==> src/rtl/serial_add_pkg.sv <==
package serial_add_pkg;
  typedef enum logic [2:0] {
    ST_IDLE  = 3'd0,
    ST_STEP0 = 3'd1,
    ST_STEP1 = 3'd2,
    ST_STEP2 = 3'd3,
    ST_STEP3 = 3'd4,
    ST_DONE  = 3'd5
  } sa_state_e;

  typedef struct packed {
    logic       load;
    logic [1:0] sel;
    logic       cin_sel;
    logic       shift;
    logic       ce;
  } sa_ctrl_t;
endpackage

==> src/rtl/serial_add_ctrl.sv <==
module serial_add_ctrl
  import serial_add_pkg::*;
(
  input  logic      clk_i,
  input  logic      rst_ni,
  input  logic      start_i,
  output sa_ctrl_t  ctrl_o,
  output logic      done_o
);
  sa_state_e state_q, state_d;

  always_comb begin
    state_d = state_q;
    unique case (state_q)
      ST_IDLE:  if (start_i) state_d = ST_STEP0;
      ST_STEP0: state_d = ST_STEP1;
      ST_STEP1: state_d = ST_STEP2;
      ST_STEP2: state_d = ST_STEP3;
      ST_STEP3: state_d = ST_DONE;
      ST_DONE:  state_d = ST_IDLE;
      default:  state_d = ST_IDLE;
    endcase
  end

  always_ff @(posedge clk_i or negedge rst_ni) begin
    if (!rst_ni) state_q <= ST_IDLE;
    else         state_q <= state_d;
  end

  always_comb begin
    ctrl_o         = '0;
    ctrl_o.load    = (state_q == ST_IDLE) && start_i;
    unique case (state_q)
      ST_STEP0: ctrl_o.sel = 2'd0;
      ST_STEP1: ctrl_o.sel = 2'd1;
      ST_STEP2: ctrl_o.sel = 2'd2;
      ST_STEP3: ctrl_o.sel = 2'd3;
      default:  ctrl_o.sel = 2'd0;
    endcase
    ctrl_o.shift   = (state_q inside {ST_STEP0, ST_STEP1, ST_STEP2, ST_STEP3});
    ctrl_o.ce      = ctrl_o.shift;
    // first step forces carry-in low
    ctrl_o.cin_sel = (state_q inside {ST_STEP1, ST_STEP2, ST_STEP3});
  end

  assign done_o = (state_q == ST_DONE);
endmodule

==> src/rtl/serial_add_bitmux.sv <==
module serial_add_bitmux #(
  parameter int WIDTH = 4,
  localparam int IdxW = $clog2(WIDTH)
) (
  input  logic [WIDTH-1:0] vec_i,
  input  logic [IdxW-1:0]  idx_i,
  output logic             bit_o
);
  always_comb begin
    bit_o = 1'b0;
    for (int i = 0; i < WIDTH; i++)
      if (idx_i == IdxW'(i)) bit_o = vec_i[i];
  end
endmodule

==> src/rtl/serial_add_dp.sv <==
module serial_add_dp
  import serial_add_pkg::*;
#(
  parameter int WIDTH = 4
) (
  input  logic             clk_i,
  input  logic             rst_ni,
  input  sa_ctrl_t         ctrl_i,
  input  logic [WIDTH-1:0] a_i,
  input  logic [WIDTH-1:0] b_i,
  output logic [WIDTH-1:0] sum_o,
  output logic             carry_o
);
  logic [WIDTH-1:0] a_q, b_q, sum_q;
  logic             carry_q, a_bit, b_bit, cin, s_bit, c_bit;

  always_ff @(posedge clk_i or negedge rst_ni) begin
    if (!rst_ni) begin
      a_q <= '0;
      b_q <= '0;
    end else if (ctrl_i.load) begin
      a_q <= a_i;
      b_q <= b_i;
    end
  end

  serial_add_bitmux #(.WIDTH(WIDTH)) u_mux_a (.vec_i(a_q), .idx_i(ctrl_i.sel), .bit_o(a_bit));
  serial_add_bitmux #(.WIDTH(WIDTH)) u_mux_b (.vec_i(b_q), .idx_i(ctrl_i.sel), .bit_o(b_bit));

  assign cin   = ctrl_i.cin_sel ? carry_q : 1'b0;
  assign s_bit = a_bit ^ b_bit ^ cin;
  assign c_bit = (a_bit & b_bit) | (cin & (a_bit ^ b_bit));

  always_ff @(posedge clk_i or negedge rst_ni) begin
    if (!rst_ni)        carry_q <= 1'b0;
    else if (ctrl_i.ce) carry_q <= c_bit;
  end

  always_ff @(posedge clk_i or negedge rst_ni) begin
    if (!rst_ni)           sum_q <= '0;
    else if (ctrl_i.shift) sum_q <= {s_bit, sum_q[WIDTH-1:1]};
  end

  assign sum_o   = sum_q;
  assign carry_o = carry_q;
endmodule

==> src/rtl/serial_add.sv <==
module serial_add
  import serial_add_pkg::*;
(
  input  logic       clk_i,
  input  logic       rst_ni,
  input  logic       start_i,
  input  logic [3:0] a_i,
  input  logic [3:0] b_i,
  output logic [3:0] sum_o,
  output logic       cout_o,
  output logic       done_o
);
  sa_ctrl_t ctrl;

  serial_add_ctrl u_ctrl (
    .clk_i  (clk_i),
    .rst_ni (rst_ni),
    .start_i(start_i),
    .ctrl_o (ctrl),
    .done_o (done_o)
  );

  serial_add_dp #(.WIDTH(4)) u_dp (
    .clk_i  (clk_i),
    .rst_ni (rst_ni),
    .ctrl_i (ctrl),
    .a_i    (a_i),
    .b_i    (b_i),
    .sum_o  (sum_o),
    .carry_o(cout_o)
  );
endmodule

==> config.mk <==
export PLATFORM = sky130hd
export DESIGN_NAME = serial_add
export DESIGN_NICKNAME = d
export VERILOG_FILES = /design/src/rtl/serial_add_pkg.sv /design/src/rtl/serial_add_ctrl.sv /design/src/rtl/serial_add_bitmux.sv /design/src/rtl/serial_add_dp.sv /design/src/rtl/serial_add.sv
export SDC_FILE = /design/constraint.sdc
export NUM_CORES = 1
export LEC_CHECK = 0
export ABC_AREA = 1
export ABC_CLOCK_PERIOD_IN_PS = 1860
export BUFFER_PORTS_ARGS = -buffer_cell sky130_fd_sc_hd__buf_2
export CORE_MARGIN = 4
export CORE_UTILIZATION = 35
export CTS_BUF_LIST = sky130_fd_sc_hd__clkbuf_4 sky130_fd_sc_hd__clkbuf_8
export DETAILED_ROUTE_END_ITERATION = 8
export MAX_ROUTING_LAYER = met4
export SYNTH_ARGS = -nofsm -noshare
export SYNTH_HDL_FRONTEND = slang
export SYNTH_SLANG_ARGS = --single-unit
==> constraint.sdc <==
create_clock -name clk_i -period 1.86 [get_ports clk_i]
set_input_delay 0.093 -clock clk_i [delete_from_list [all_inputs] [get_ports clk_i]]
set_output_delay 0.093 -clock clk_i [all_outputs]
set_load 0.1 [all_outputs]
Word level (Yosys, flattened, before mapping)
Index checks and enable logic that the tools add are counted.
{"block": "totals", "memories": 0, "elab_cells": 36, "ram_bits": 0, "romBits": 0, "latch_bits": 0, "register_bits": 16}
{"block": "classes", "n_lt_le_gt_ge": 0, "n_addsub": 0, "n_shift": 0, "eq_ne": 9, "bitwise": 5, "mux": 12, "reduce_logical": 5, "mul": 0, "div": 0}
{"cell": "$pmux W3 S5", "count": 1}
{"cell": "$mux W1", "count": 9}
{"cell": "$eq A3 B2 Y1 const B", "count": 2}
{"cell": "$eq A3 B3 Y1 const B", "count": 2}
{"cell": "$pmux W2 S3", "count": 1}
{"cell": "$eq A2 B2 Y1 const B", "count": 2}
{"cell": "$reduce_bool A4 Y1", "count": 1}
{"cell": "$eq A3 B1 Y1 const B", "count": 1}
{"cell": "$logic_not A3 Y1", "count": 1}
{"cell": "$mux W3", "count": 1}
{"cell": "$reduce_bool A3 Y1", "count": 1}
{"cell": "$and A1 B1 Y1", "count": 2}
{"cell": "$eq A2 B1 Y1 const B", "count": 1}
{"cell": "$logic_not A2 Y1", "count": 1}
{"cell": "$ne A2 B2 Y1 const B", "count": 1}
{"cell": "$xor A1 B1 Y1", "count": 2}
{"cell": "$logic_and A1 B1 Y1", "count": 1}
{"cell": "$or A1 B1 Y1", "count": 1}

Depth between registers and ports, before layout
{"block": "logic_depth", "depth_word": 10, "mapped_depth": 11, "depth_no_buf": 10}

Modules after synthesis
A second synthesis with hierarchy kept.
{"block": "hier_totals", "cells_unflattened": 116, "area_unflattened_um2": 825.8}
{"module": "serial_add_dp", "area_per_inst_um2": 533.0, "cells_per_inst": 62, "n_inst": 1, "seq_area_each_um2": 325.3}
{"module": "serial_add_ctrl", "area_per_inst_um2": 190.2, "cells_per_inst": 28, "n_inst": 1, "seq_area_each_um2": 75.1}
{"module": "serial_add_bitmux", "area_per_inst_um2": 51.3, "cells_per_inst": 13, "n_inst": 2, "seq_area_each_um2": 0.0}

Least setup slack after synthesis
Ideal clock, no wire load.
{"block": "synth_timing", "kind": "register to output", "from": "register u_ctrl.state_q[0]", "to": "output done_o", "setup_slack_ns": -0.827, "required_time_ns": 1.767, "arrival_ns": 2.594, "stages_incl_launch_ff": 3, "cell_sequence": "dfrtp_1 -> inv_1 -> nor3_1"}
{"block": "synth_via", "elab_chain_len": 1}
{"item": "start: declaration", "line": "serial_add_ctrl.sv:10", "rtl": "sa_state_e state_q, state_d;"}
{"item": "start signal: assignment", "line": "serial_add_ctrl.sv:27", "rtl": "else state_q <= state_d;"}
{"item": "$eq A3 B3 Y1", "line": "serial_add_ctrl.sv:46", "rtl": "assign done_o = (state_q == ST_DONE);"}
{"item": "end: declaration", "line": "serial_add.sv:11", "rtl": "output logic done_o"}
Every way passes these cells.

Final worst setup path
{"block": "layout_timing", "from": "register u_ctrl.state_q[1]", "to": "register u_dp.sum_q[3], in the netlist u_dp.sum_o[3]"}
{"block": "layout_via", "elab_chain_len": 9, "word_cells_on_any_way": 22, "classes_between": "eq/ne (7); mux (10); bitwise (2); reduce/logical (3)"}
{"item": "$eq A3 B3 Y1 or $eq A3 B2 Y1 (tied branches)", "line": "serial_add_ctrl.sv:33, serial_add_ctrl.sv:40, serial_add_ctrl.sv:43"}
{"item": "$pmux W2 S3", "line": "serial_add_ctrl.sv:33", "rtl": "unique case (state_q)"}
{"item": "$logic_not A2 Y1", "line": "serial_add_bitmux.sv:12", "rtl": "if (idx_i == IdxW'(i)) bit_o = vec_i[i];"}
{"item": "$mux W1 (4 in a row)", "line": "serial_add_bitmux.sv:12"}
{"item": "$xor A1 B1 Y1 (2 in a row)", "line": "serial_add_dp.sv:31", "rtl": "assign s_bit = a_bit ^ b_bit ^ cin;"}
{"item": "end signal: assignment", "line": "serial_add_dp.sv:41", "rtl": "else if (ctrl_i.shift) sum_q <= {s_bit, sum_q[WIDTH-1:1]};"}
{"item": "end: declaration", "line": "serial_add_dp.sv:14", "rtl": "logic [WIDTH-1:0] a_q, b_q, sum_q;"}
Several ways; a longest one is shown, not always the timed one.
A chain may end at the register's enable or synchronous reset.

==> metrics.sh <==
CORE_MM2=0.00219
DRT_WL_CELL_UM=10.4
FINAL_ANTENNA_NET_COUNT=0
CTS_NUM_SINKS=16
CAP_VIOLATIONS=0
YS_FF_LATCH=16
USE_MET3_PCT=1.62
YOSYS_WARNINGS=0
OVERFLOW=0
FIRST_GLOBAL_VIAS=646
PERIOD_NEEDED_PS=1720
AVGSYNTHCELLAREA_UM2=8.46
PORTBUFFERS=16
SLEW_HEADROOM_PCT=67.9
NETLIST.AREA_LEADER.SHARE_PCT=49.8
NNETSFINAL=133
YOSYSSEQAREASHARE_PCT=49.8
DIE_AREA_MM2=0.00313
CRITPATHREQUIREDTIME_PS=2030
NUMBER_OF_ANTENNA_VIOLATIONS_AT_THE_FIRST_CHECK_IN_GLOBAL_ROUTING=0
SYNTH_CELLS=95
SYNTHTOPCELLSBYAREA='sky130_fd_sc_hd__dfrtp_1 (50%), sky130_fd_sc_hd__nand2_1 (12%), sky130_fd_sc_hd__o21ai_0 (8.7%)'
SYNTH.CELLS.MOST_FREQUENT='sky130_fd_sc_hd__nand2_1 (25), sky130_fd_sc_hd__dfrtp_1 (16), sky130_fd_sc_hd__o21ai_0 (14), sky130_fd_sc_hd__inv_1 (13), sky130_fd_sc_hd__nor2_1 (7)'
CELLLEAKAGEPOWER_nW=0.536
WORSTSKEWPAIRLATENCY_PS=280
GLOBAL_ROUTE.USAGE.TOTAL_PCT=11.2
SYNTH-MAIN-FF-CELL='sky130_fd_sc_hd__dfrtp_1'
SYNTHDOMINANTAREACELLTYPE='sky130_fd_sc_hd__dfrtp_1'
REPORT.FINAL.HOLD_VIOL_COUNT=0
INITIAL_CORE_UTILIZATION_PCT=36.7
ROW_COUNT=17
CRITICAL_PATH.STARTPOINT_TYPE='flop'
FIN_SKEW_PS=4.48
DIE_WIDTH_UM=55.9
CRIT_START='u_ctrl.state_q[1]'
REPORT.FINAL.SETUP_VIOL=0
MAXCLOCKFREQUENCY_MHz=580
CLOCK_TREE.ROOT_CELL='sky130_fd_sc_hd__clkbuf_4'
CLK_PIN_SLEW_WORST_PATHS_PS=90
SETUP_SLACK_PS=137
GPL.FINAL_WEIGHTED_CONGESTION=0.841
NUMBER_OF_DISTINCT_LIBRARY_CELLS_AFTER_SYNTHESIS=17
NUM_VIAS=657
CRITICALPATHCATEGORY='reg -> reg'
H-TREE-DEPTH=1
PRECTSSETUPSLACK_PS=19.0
GRTUSAGEMET2_PCT=19.3
GRT_MAX_DEGREE=17
WORST-ENDPOINT-ARRIVAL_PS=1890
CTS-BUFFERS-INSERTED=3
WORSTHOLDPATHTYPE='in -> reg'
SYN_NETS=107
PERIOD_SHARE_PCT=92.6
CTS_TREE='built'
CAPTURE_POINT_OF_THE_WORST_REG_TO_REG_PATH='u_dp.sum_o[3]'
SYN_AREA_UM2=803
LAYOUT-DRIVE-GT1-SHARE_PCT=33.3
VIAS_PER_CELL=4.44
RUN_STATUS='completed'
REPORT.POWER.TOTAL_mW=1.98
PIN_COUNT=17
DRTITER0DRC=8
HOLD-WORST-SLACK_PS=54.0
GRT.BUSIEST_LAYER='met2'
CRITICAL_PATH_FANOUT_MAX=7
SYNTH_ENABLE_FLOP_CELLS=0
WORST_SETUP_PATH_END_KIND='flop'
FINALMAXSLEWVIOLATIONS=0
VDD.IR_DROP.WORST_uV=640
CTS-ROOT-TO-SINK-BUFFERS=2
POWER.DENSITY_CELL_AREA_mW_PER_MM2=1970
CRITPATHCAPTURE='u_dp.sum_o[3]'
WIRE_LENGTH_OF_THE_FIRST_GLOBAL_ROUTING_PASS_MM=2.74
FINAL_CELL_COUNT_NO_FILL=148
TIMING_WORST_SLEW_PIN_VALUE_PS=485
SYN_TO_FINAL_GROWTH_PCT=25.2
DRC=0
REG2REG_SLACK_PS=140
DETAILEDPLACEMENTHPWL_MM=1.15
DIE-HEIGHT_UM=55.9
SYNTH-ASYNC-RESET-RATIO_PCT=100
HOLDPATHSTAGES=3
FIRST_PASS_ITERS=4
DRT_WL_TOTAL_MM=1.54
GRT_UTIL_MET1_PCT=13.0
POST-SYNTH-TOP-COUNT-CELL='sky130_fd_sc_hd__nand2_1'
NUMPLACEDINSTANCES=140
RR_STARTPOINT='u_ctrl.state_q[1]'
TIMING.REG2REG.WORST_PATH_DEPTH=9
DIODES=0
==> critical path, stage by stage (launching register included) <==
cell and delay, ps:
sky130_fd_sc_hd__dfrtp_2 470, sky130_fd_sc_hd__nor2_4 130, sky130_fd_sc_hd__nand2_2 100, sky130_fd_sc_hd__nand2_4 80
sky130_fd_sc_hd__nand3b_1 100, sky130_fd_sc_hd__nand2_1 70, sky130_fd_sc_hd__fa_1 500, sky130_fd_sc_hd__inv_1 30
sky130_fd_sc_hd__o21ai_0 60, sky130_fd_sc_hd__nand2_1 60
==> per-layer routing <==
metal  wire, um  vias up
li1           -      345
met1        669      298
met2        803       12
met3         50        2
met4         21        0
met5          0        -
==> layout by cell type, fill, tap and decap left out <==
master and instances:
sky130_fd_sc_hd__nand2_4 2, sky130_fd_sc_hd__nor2_4 3, sky130_fd_sc_hd__nand3_4 1, sky130_fd_sc_hd__a21oi_1 3, sky130_fd_sc_hd__o21ai_0 14, sky130_fd_sc_hd__nor2_1 5
sky130_fd_sc_hd__dfrtp_2 3, sky130_fd_sc_hd__nand2_2 2, sky130_fd_sc_hd__buf_2 16, sky130_fd_sc_hd__nand2_1 24, sky130_fd_sc_hd__buf_4 6, sky130_fd_sc_hd__clkbuf_4 4
sky130_fd_sc_hd__nand3b_1 1, sky130_fd_sc_hd__dfrtp_1 13, sky130_fd_sc_hd__inv_2 1, sky130_fd_sc_hd__nand3_1 5, sky130_fd_sc_hd__nor2_2 1, sky130_fd_sc_hd__fa_1 1
sky130_fd_sc_hd__inv_1 13, sky130_fd_sc_hd__dlygate4sd3_1 1, sky130_fd_sc_hd__nor3_2 1
==> registers in the layout (all words and copies together) (netlist names) <==
signal          count
u_dp.a_q            4
u_dp.sum_o          4
u_dp.b_q            4
u_dp.carry_o        1
u_ctrl.state_q      3
==> what timing repair did <==
action | in CTS | in global routing
hold buffers | 1 | 0
endpoints found under the hold margin | 16 | 0
gates resized for setup | 0 | 6
setup endpoints to repair | 0 | 2
setup buffers | 0 | 3
==> layout make-up <==
class,instances,area (um2)
multi-input cells,63,349
well taps,28,35.0
repair buffers,23,135
clock buffers,4,30.0
inverters,14,52.6
flip-flops and latches,16,404
fillers,219,1180
==> worst min path at each step <==
stage	startpoint	end	slack [ps]
2_1_floorplan	rst_ni	u_ctrl.state_q[0]	-200
6_report	b_i[0]	u_dp.b_q[0]	50
3_5_place_dp	rst_ni	u_dp.sum_o[2]	20
3_3_place_gp	rst_ni	u_dp.sum_o[2]	20
4_1_cts	b_i[0]	u_dp.b_q[0]	50
5_1_grt	b_i[0]	u_dp.b_q[0]	50
==> stage by stage <==
stage,util [%],cell area [um2],setup TNS [ps]
finish,45.9,1010,0
global route,45.9,1010,-1.01
CTS,44.2,968,0
detailed placement,42.4,928,0
global placement,42.4,928,0
floorplan,-,810,0
==> where the power goes <==
part / internal (mW) / switching [mW] / leakage, nW / total (mW)
sequential: 0.511 / 0.130 / 0.194 / 0.641
combinational: 0.347 / 0.795 / 0.323 / 1.14
clock: 0.0976 / 0.102 / 0.0184 / 0.199
total: 0.956 / 1.03 / 0.536 / 1.98
==> cells by family after synthesis <==
kind of cell             count (synthesis)  share of synthesized area, %
AND/OR/NAND/NOR                         45                          28.2
adder cells (fa/ha/maj)                  1                          2.49
flip-flops                              16                          49.8
buffers and inverters                   16                          8.88
AO/OA/AOI/OAI                           17                          10.6
Note: power is estimated with default switching activity, not from simulation.
